**src/rtl/vxfer_pkg.sv**
```systemverilog
package vxfer_pkg;
  localparam int COL_BITS  = 10;  // 1024 columns
  localparam int ROW_BITS  = 9;   // 512 rows
  localparam int PIX_BITS  = 16;
  localparam int WORD_PIX  = 2;   // pixels per host word
  localparam int ROW_FIELD = 16;  // row / height field position in host words
endpackage

```
**src/rtl/vxfer_decode.sv**
```systemverilog
module vxfer_decode
  import vxfer_pkg::*;
#(
  parameter int XW = COL_BITS,
  parameter int YW = ROW_BITS
) (
  input  logic [31:0] pos_word,
  input  logic [31:0] size_word,
  output logic [XW-1:0] ld_x,
  output logic [YW-1:0] ld_y,
  output logic [XW:0]   ld_w,
  output logic [YW:0]   ld_h
);
  logic [XW-1:0] wf;
  logic [YW-1:0] hf;

  assign ld_x = pos_word[XW-1:0];
  assign ld_y = pos_word[ROW_FIELD +: YW];
  assign wf   = size_word[XW-1:0];
  assign hf   = size_word[ROW_FIELD +: YW];

  // field value zero stands for the full extent
  assign ld_w = (wf == '0) ? {1'b1, {XW{1'b0}}} : {1'b0, wf};
  assign ld_h = (hf == '0) ? {1'b1, {YW{1'b0}}} : {1'b0, hf};

  logic unused_fields;
  assign unused_fields = ^{pos_word[31:ROW_FIELD+YW], pos_word[ROW_FIELD-1:XW],
                           size_word[31:ROW_FIELD+YW], size_word[ROW_FIELD-1:XW]};
endmodule

```
**src/rtl/vxfer_walker.sv**
```systemverilog
module vxfer_walker
  import vxfer_pkg::*;
#(
  parameter int XW    = COL_BITS,
  parameter int YW    = ROW_BITS,
  parameter int LANES = WORD_PIX
) (
  input  logic clk,
  input  logic rst,
  input  logic load,
  input  logic [XW-1:0] ld_x,
  input  logic [YW-1:0] ld_y,
  input  logic [XW:0]   ld_w,
  input  logic [YW:0]   ld_h,
  input  logic adv,
  output logic active,
  output logic finish,
  output logic [LANES-1:0] lane_ok,
  output logic [LANES*(XW+YW)-1:0] lane_addr
);
  localparam int AW = XW + YW;

  logic [XW-1:0] base_x;
  logic [XW:0]   width;
  logic [XW:0]   off_q;
  logic [YW-1:0] row_q;
  logic [YW:0]   left_q;
  logic          act_q;

  logic [XW:0]   off_c  [LANES+1];
  logic [YW-1:0] row_c  [LANES+1];
  logic [YW:0]   left_c [LANES+1];
  logic [XW:0]   nxt    [LANES];
  logic [XW-1:0] col    [LANES];

  // position chain: one step per lane, each lane sees the position after the one below it
  always_comb begin
    off_c[0]  = off_q;
    row_c[0]  = row_q;
    left_c[0] = left_q;
    for (int i = 0; i < LANES; i++) begin
      lane_ok[i] = act_q && (left_c[i] != '0);
      col[i]     = base_x + off_c[i][XW-1:0];
      lane_addr[i*AW +: AW] = {row_c[i], col[i]};
      nxt[i]     = off_c[i] + (XW+1)'(1);
      off_c[i+1]  = off_c[i];
      row_c[i+1]  = row_c[i];
      left_c[i+1] = left_c[i];
      if (lane_ok[i]) begin
        if (nxt[i] == width) begin
          off_c[i+1]  = '0;
          row_c[i+1]  = row_c[i] + YW'(1);
          left_c[i+1] = left_c[i] - (YW+1)'(1);
        end else begin
          off_c[i+1]  = nxt[i];
        end
      end
    end
  end

  assign active = act_q;
  assign finish = act_q && (left_c[LANES] == '0);

  always_ff @(posedge clk) begin
    if (rst) begin
      base_x <= '0;
      width  <= '0;
      off_q  <= '0;
      row_q  <= '0;
      left_q <= '0;
      act_q  <= 1'b0;
    end else if (load) begin
      base_x <= ld_x;
      width  <= ld_w;
      off_q  <= '0;
      row_q  <= ld_y;
      left_q <= ld_h;
      act_q  <= 1'b1;
    end else if (adv && act_q) begin
      off_q  <= off_c[LANES];
      row_q  <= row_c[LANES];
      left_q <= left_c[LANES];
      act_q  <= (left_c[LANES] != '0);
    end
  end
endmodule

```
**src/rtl/vxfer_lanes.sv**
```systemverilog
module vxfer_lanes
  import vxfer_pkg::*;
#(
  parameter int AW    = COL_BITS + ROW_BITS,
  parameter int PW    = PIX_BITS,
  parameter int LANES = WORD_PIX
) (
  input  logic clk,
  input  logic rst,
  input  logic issue,
  input  logic write,
  input  logic [LANES-1:0]    lane_ok,
  input  logic [LANES*AW-1:0] lane_addr,
  input  logic [LANES*PW-1:0] wdata,
  output logic                mem_we,
  output logic [LANES-1:0]    mem_en,
  output logic [LANES*AW-1:0] mem_addr,
  output logic [LANES*PW-1:0] mem_wdata
);
  always_ff @(posedge clk) begin
    if (rst) mem_we <= 1'b0;
    else     mem_we <= issue && write;
  end

  for (genvar g = 0; g < LANES; g++) begin : g_lane
    always_ff @(posedge clk) begin
      if (rst) begin
        mem_en[g]              <= 1'b0;
        mem_addr[g*AW +: AW]   <= '0;
        mem_wdata[g*PW +: PW]  <= '0;
      end else begin
        mem_en[g] <= issue && lane_ok[g];
        if (issue && lane_ok[g]) begin
          mem_addr[g*AW +: AW]  <= lane_addr[g*AW +: AW];
          mem_wdata[g*PW +: PW] <= wdata[g*PW +: PW];
        end
      end
    end
  end
endmodule

```
**src/rtl/vxfer_readback.sv**
```systemverilog
module vxfer_readback
  import vxfer_pkg::*;
#(
  parameter int PW    = PIX_BITS,
  parameter int LANES = WORD_PIX
) (
  input  logic clk,
  input  logic rst,
  input  logic issue,
  input  logic [LANES-1:0]    lane_ok,
  input  logic [LANES*PW-1:0] mem_rdata,
  output logic                rd_valid,
  output logic [LANES*PW-1:0] rd_data
);
  logic             iss1, iss2;
  logic [LANES-1:0] msk1, msk2;

  always_ff @(posedge clk) begin
    if (rst) begin
      iss1 <= 1'b0; iss2 <= 1'b0;
      msk1 <= '0;   msk2 <= '0;
      rd_valid <= 1'b0;
    end else begin
      iss1 <= issue;
      msk1 <= issue ? lane_ok : '0;
      iss2 <= iss1;
      msk2 <= msk1;
      rd_valid <= iss2;
    end
  end

  for (genvar g = 0; g < LANES; g++) begin : g_cap
    always_ff @(posedge clk) begin
      if (rst) rd_data[g*PW +: PW] <= '0;
      else if (iss2) rd_data[g*PW +: PW] <= msk2[g] ? mem_rdata[g*PW +: PW] : '0;
    end
  end
endmodule

```
**src/rtl/vxfer_rect_gen.sv**
```systemverilog
module vxfer_rect_gen
  import vxfer_pkg::*;
#(
  parameter int XW    = COL_BITS,
  parameter int YW    = ROW_BITS,
  parameter int PW    = PIX_BITS,
  parameter int LANES = WORD_PIX
) (
  input  logic clk,
  input  logic rst,
  input  logic start,
  input  logic start_read,
  input  logic [31:0] pos_word,
  input  logic [31:0] size_word,
  input  logic wr_valid,
  input  logic [LANES*PW-1:0] wr_data,
  input  logic rd_req,
  output logic rd_valid,
  output logic [LANES*PW-1:0] rd_data,
  output logic busy,
  output logic img_busy,
  output logic done,
  output logic restart_seen,
  output logic mem_we,
  output logic [LANES-1:0] mem_en,
  output logic [LANES*(XW+YW)-1:0] mem_addr,
  output logic [LANES*PW-1:0] mem_wdata,
  input  logic [LANES*PW-1:0] mem_rdata
);
  localparam int AW = XW + YW;

  logic [XW-1:0] ld_x;
  logic [YW-1:0] ld_y;
  logic [XW:0]   ld_w;
  logic [YW:0]   ld_h;
  logic          act, fin;
  logic [LANES-1:0]    lane_ok;
  logic [LANES*AW-1:0] lane_addr;

  logic is_read_q, pend_q, img_q, done_q, restart_q;
  logic wr_take, rd_take, pend_iss, adv, issue;

  vxfer_decode #(.XW(XW), .YW(YW)) dec_i (
    .pos_word(pos_word), .size_word(size_word),
    .ld_x(ld_x), .ld_y(ld_y), .ld_w(ld_w), .ld_h(ld_h)
  );

  vxfer_walker #(.XW(XW), .YW(YW), .LANES(LANES)) walk_i (
    .clk(clk), .rst(rst), .load(start),
    .ld_x(ld_x), .ld_y(ld_y), .ld_w(ld_w), .ld_h(ld_h),
    .adv(adv), .active(act), .finish(fin),
    .lane_ok(lane_ok), .lane_addr(lane_addr)
  );

  // a start in the same cycle wins over any data request
  assign wr_take  = wr_valid && act && !is_read_q && !start;
  assign rd_take  = rd_req   && act &&  is_read_q && !start;
  assign pend_iss = pend_q && !start;
  assign adv      = wr_take || rd_take;
  assign issue    = adv || pend_iss;

  vxfer_lanes #(.AW(AW), .PW(PW), .LANES(LANES)) lanes_i (
    .clk(clk), .rst(rst), .issue(issue), .write(wr_take),
    .lane_ok(lane_ok), .lane_addr(lane_addr), .wdata(wr_data),
    .mem_we(mem_we), .mem_en(mem_en), .mem_addr(mem_addr), .mem_wdata(mem_wdata)
  );

  vxfer_readback #(.PW(PW), .LANES(LANES)) rb_i (
    .clk(clk), .rst(rst), .issue(rd_take || pend_iss), .lane_ok(lane_ok),
    .mem_rdata(mem_rdata), .rd_valid(rd_valid), .rd_data(rd_data)
  );

  always_ff @(posedge clk) begin
    if (rst) begin
      is_read_q <= 1'b0;
      pend_q    <= 1'b0;
      img_q     <= 1'b0;
      done_q    <= 1'b0;
      restart_q <= 1'b0;
    end else begin
      pend_q    <= start && start_read;
      restart_q <= start && act;
      done_q    <= adv && fin;
      if (start) begin
        is_read_q <= start_read;
        img_q     <= start_read;
      end else if (rd_take && fin) begin
        img_q     <= 1'b0;
      end
    end
  end

  assign busy         = act;
  assign img_busy     = img_q;
  assign done         = done_q;
  assign restart_seen = restart_q;
endmodule

```
**config.mk**
```make
export PLATFORM = sky130hd
export DESIGN_NAME = vxfer_rect_gen
export DESIGN_NICKNAME = d
export VERILOG_FILES = /design/src/rtl/vxfer_pkg.sv /design/src/rtl/vxfer_decode.sv /design/src/rtl/vxfer_walker.sv /design/src/rtl/vxfer_lanes.sv /design/src/rtl/vxfer_readback.sv /design/src/rtl/vxfer_rect_gen.sv
export SDC_FILE = /design/constraint.sdc
export NUM_CORES = 1
export LEC_CHECK = 0
export ABC_AREA = 1
export BUFFER_PORTS_ARGS = -buffer_cell sky130_fd_sc_hd__buf_2
export CAP_MARGIN = 20
export CELL_PAD_IN_SITES_DETAIL_PLACEMENT = 1
export CELL_PAD_IN_SITES_GLOBAL_PLACEMENT = 1
export CORE_ASPECT_RATIO = 1.5
export CORE_MARGIN = 4
export CORE_UTILIZATION = 25
export DETAILED_ROUTE_END_ITERATION = 8
export PLACE_DENSITY = 0.64
export SLEW_MARGIN = 20
export SYNTH_ARGS = -nofsm -noshare
export SYNTH_HDL_FRONTEND = slang
export SYNTH_SLANG_ARGS = --single-unit
```
**constraint.sdc**
```tcl
create_clock -name clk -period 8.5 [get_ports clk]
set_input_delay 1.7 -clock clk [delete_from_list [all_inputs] [get_ports clk]]
set_output_delay 1.7 -clock clk [all_outputs]
set_load 0.005 [all_outputs]
```
==> results_dict.tcl <==
set metrics [dict create \
    crit_path_max_incr_delay_ns 0.82 \
    path_clk_slew_ns 0.07 \
    place_inst 1965 \
    comb_power_share_pct 16.4 \
    cp_data_required_time_ns 8.84 \
    cp_common_cell "nand2_1" \
    worst-path-max-fanout 20 \
    min_delay_path_depth 2 \
    crit_buf_inv 2 \
    drc 0 \
    clock_path_buffers 2 \
    area_growth_pct 23.5 \
    antenna_found_initial 0 \
    post_cts_resized 0 \
    io_buffer_count 217 \
    critPathCaptureType "flop" \
    ff_latch_area_sq_um 3380 \
    drv_slew 0 \
    fin_cells 1998 \
    yosysUniqueCellTypes 42 \
    die_height_um 241 \
    grt_max_degree 70 \
    dieArea_sq_um 39300 \
    grt_pass1_wl_um 52300 \
    critPathKind "reg2reg" \
    critPathTopFamily "simple AND/OR/NAND/NOR gates" \
    final_util_pct 31.2 \
    root_buffer "clkbuf_16" \
    power_frac_seq_pct 42.2 \
    wl_um 33700 \
    cts_tree "yes" \
    gp_congestion 0.850 \
    max_cap_violations 0 \
    coreArea_sq_um 35700 \
    p_sw_mw 0.596 \
    synthMostInstantiatedCell "nand2_1" \
    finalSetupViolations 0 \
    vdd_drop_max_uv 139 \
    power_mw 2.01 \
    regToRegEndpoint "walk_i.off_q[4]$_SDFFE_PP0P_" \
    rr_worst_depth 26 \
    p_sw_share_pct 29.7 \
    multi_input_area_sq_um 4930 \
    cpMaxStageDelayCell "nor2_1" \
    fin_skew_ns 0.0183 \
    ys_seq_area_share_pct 37.5 \
    synth.top_cells.by_count "nand2_1, nor2_1, dfxtp_1, nand3_1, inv_1" \
    num_rows 85 \
    netlist.area_leader.share_pct 37.5 \
    r2r_setup_slack_ns 2.72 \
    fmaxAchievable_ghz 0.173 \
    fill_cells 4574 \
    yosysTopAreaCell "dfxtp_1" \
    p_leak_nw 5.12 \
    h-tree-depth 4 \
    initial_core_util_pct 25.3 \
    first_pass_iters 4 \
    hold_path.class "reg2reg" \
    synth_area_leaders "dfxtp_1, nand2_1, nor2_1" \
    clk_latency_ns 0.45 \
    yosys_warnings 0 \
    grt_pass1_vias 9622 \
    syn_inst 1323 \
    synthArstFlopShare_pct 0 \
    setup_tns_ns 0 \
    dpl.hpwl_um 25700 \
    clock_power_share_pct 41.4 \
    min_period_over_period_pct 68.0 \
    cts_setup_buffers 0 \
    synth_top_flop_cell "dfxtp_1" \
    slew_headroom_pct 27.6 \
    pin_count 244 \
    track_usage_pct 16.8 \
    rsz0062_at_grt "no" \
    crit_arrival_ns 6.12 \
    dieWidth_um 163 \
    power_density_nw_per_um2 180 \
    antenna_cells 0 \
    worstMarginPinSlew_ns 1.08 \
    drtIter0Drc 367 \
    vias_per_cell 4.69 \
    cts-buffers-inserted 17 \
    hold_ws_ns 0.406 \
    min_period_ns 5.78 \
    status "completed" \
    startpoint_type "flop" \
    ant_nets 0 \
    synth.avg_cell_area_sq_um 6.82 \
    layout-drive-gt1-share_pct 19.9 \
    hold_viol_final 0 \
    cts_hold_buf 0 \
    fin_nets 1668 \
    p_int_mw 1.41 \
    gr-total-overflow 0 \
    min_to "rb_i.msk2[1]$_SDFF_PP0_" \
    routed-via-count 9379 \
    hp-start "rb_i.msk1[1]$_SDFF_PP0_" \
    synth_seq_cells 169 \
    synth_edf_count 0 \
    r2r_start "walk_i.off_q[0]$_SDFFE_PP0P_" \
    cts_sinks 169 \
    synth_area_sq_um 9030 \
    routedWlPerCell_um 16.9 \
    synth_fp_nets 1484 \
]
## registers in the layout, summed over array words and instances, names as in the netlist
signal and count:
lanes_i.mem_en 2, restart_seen 1, walk_i.width 11, lanes_i.mem_addr 38, walk_i.active 1, walk_i.left_q 10, rb_i.iss1 1, rb_i.msk2 2
pend_q 1, walk_i.row_q 9, lanes_i.mem_wdata 32, lanes_i.mem_we 1, rb_i.rd_data 32, is_read_q 1, walk_i.base_x 10, rb_i.rd_valid 1
rb_i.msk1 2, img_busy 1, rb_i.iss2 1, done 1, walk_i.off_q 11
## power by group through the flow
stage / Clock (mW) / Combinational (mW) / Sequential, mW
after detailed placement: 0 / 0.331 / 0.864
final: 0.832 / 0.329 / 0.847
after global routing: 0.883 / 0.371 / 0.850
after floorplan: 0 / 0.207 / 0.859
after CTS: 0.852 / 0.334 / 0.846
after global placement: 0 / 0.325 / 0.863
## kinds of logic (layout without fill, tap and decap cells)
family / after synthesis / count (layout) / share of synthesized area (%)
buf+inv: 185 / 382 / 8.03
xor+xnor: 34 / 34 / 3.30
compound gates: 261 / 261 / 16.0
simple gates: 647 / 647 / 31.3
flops: 169 / 169 / 37.5
fa+ha+maj: 27 / 27 / 3.91
## cell usage in the layout (no fill, tap or decap), drive strengths merged, types with 3 or more instances in the layout
master,n
nand2,294
buf,224
nor2,190
dfxtp,169
nand3,126
inv,126
o21ai,109
a21oi,106
xor2,27
ha,25
clkbuf,23
nand4,18
a31oi,14
nor3,10
a221oi,10
a22o,8
xnor2,7
o21bai,5
nor4,3
o22ai,3
o211ai,3
clkinvlp,3
bufinv,3
clkinv,3
## how the worst max path moves through the flow
| stage | startpoint | to | slack, ns | cells past startpoint |
|---|---|---|---|---|
| finish | walk_i.off_q[0]$_SDFFE_PP0P_ | walk_i.off_q[4]$_SDFFE_PP0P_ | 2.72 | 26 |
| global route | walk_i.off_q[0]$_SDFFE_PP0P_ | walk_i.off_q[6]$_SDFFE_PP0P_ | 2.18 | 26 |
| CTS | walk_i.off_q[0]$_SDFFE_PP0P_ | walk_i.off_q[4]$_SDFFE_PP0P_ | 2.64 | 26 |
| detailed placement | walk_i.off_q[0]$_SDFFE_PP0P_ | walk_i.off_q[6]$_SDFFE_PP0P_ | 2.72 | 26 |
| global placement | walk_i.off_q[0]$_SDFFE_PP0P_ | walk_i.off_q[6]$_SDFFE_PP0P_ | 2.81 | 26 |
| floorplan | walk_i.off_q[1]$_SDFFE_PP0P_ | walk_i.active$_SDFFE_PP0P_ | 4.84 | 34 |
## stage by stage
stage / instance area (sq um) / worst slack (ns)
3_3_place_gp: 10500 / 2.81
4_1_cts: 11100 / 2.64
3_5_place_dp: 10500 / 2.72
6_report: 11200 / 2.72
5_1_grt: 11200 / 2.18
2_1_floorplan: 9030 / 4.84
## layer usage
layer | share of wire, % | vias to the layer above | routed length [um] | GRT usage, %
li1 | - | 4709 | - | -
met1 | 40 | 4490 | 13500 | 18.8
met2 | 55 | 153 | 18600 | 32.7
met3 | 2.9 | 27 | 970 | 1.91
met4 | 1.8 | 0 | 599 | 5.04
met5 | 0 | - | 0 | 0
## area by class of cell
cell class                      instances  share of cell area, %
Multi-Input combinational cell        969                   44.2
Clock buffer                           23                   4.20
Timing Repair Buffer                  224                   10.4
Tap cell                              478                   5.36
Inverter                              126                   4.26
Sequential cell                       169                   30.3
Clock inverter                          9                   1.25
## tightest hold or removal path, stage by stage, from the launching register on
cell and delay (ns):
dfxtp_1 0.30, inv_1 0.04, nor2_1 0.03
No activity file was read; power rests on OpenSTA's default activity.
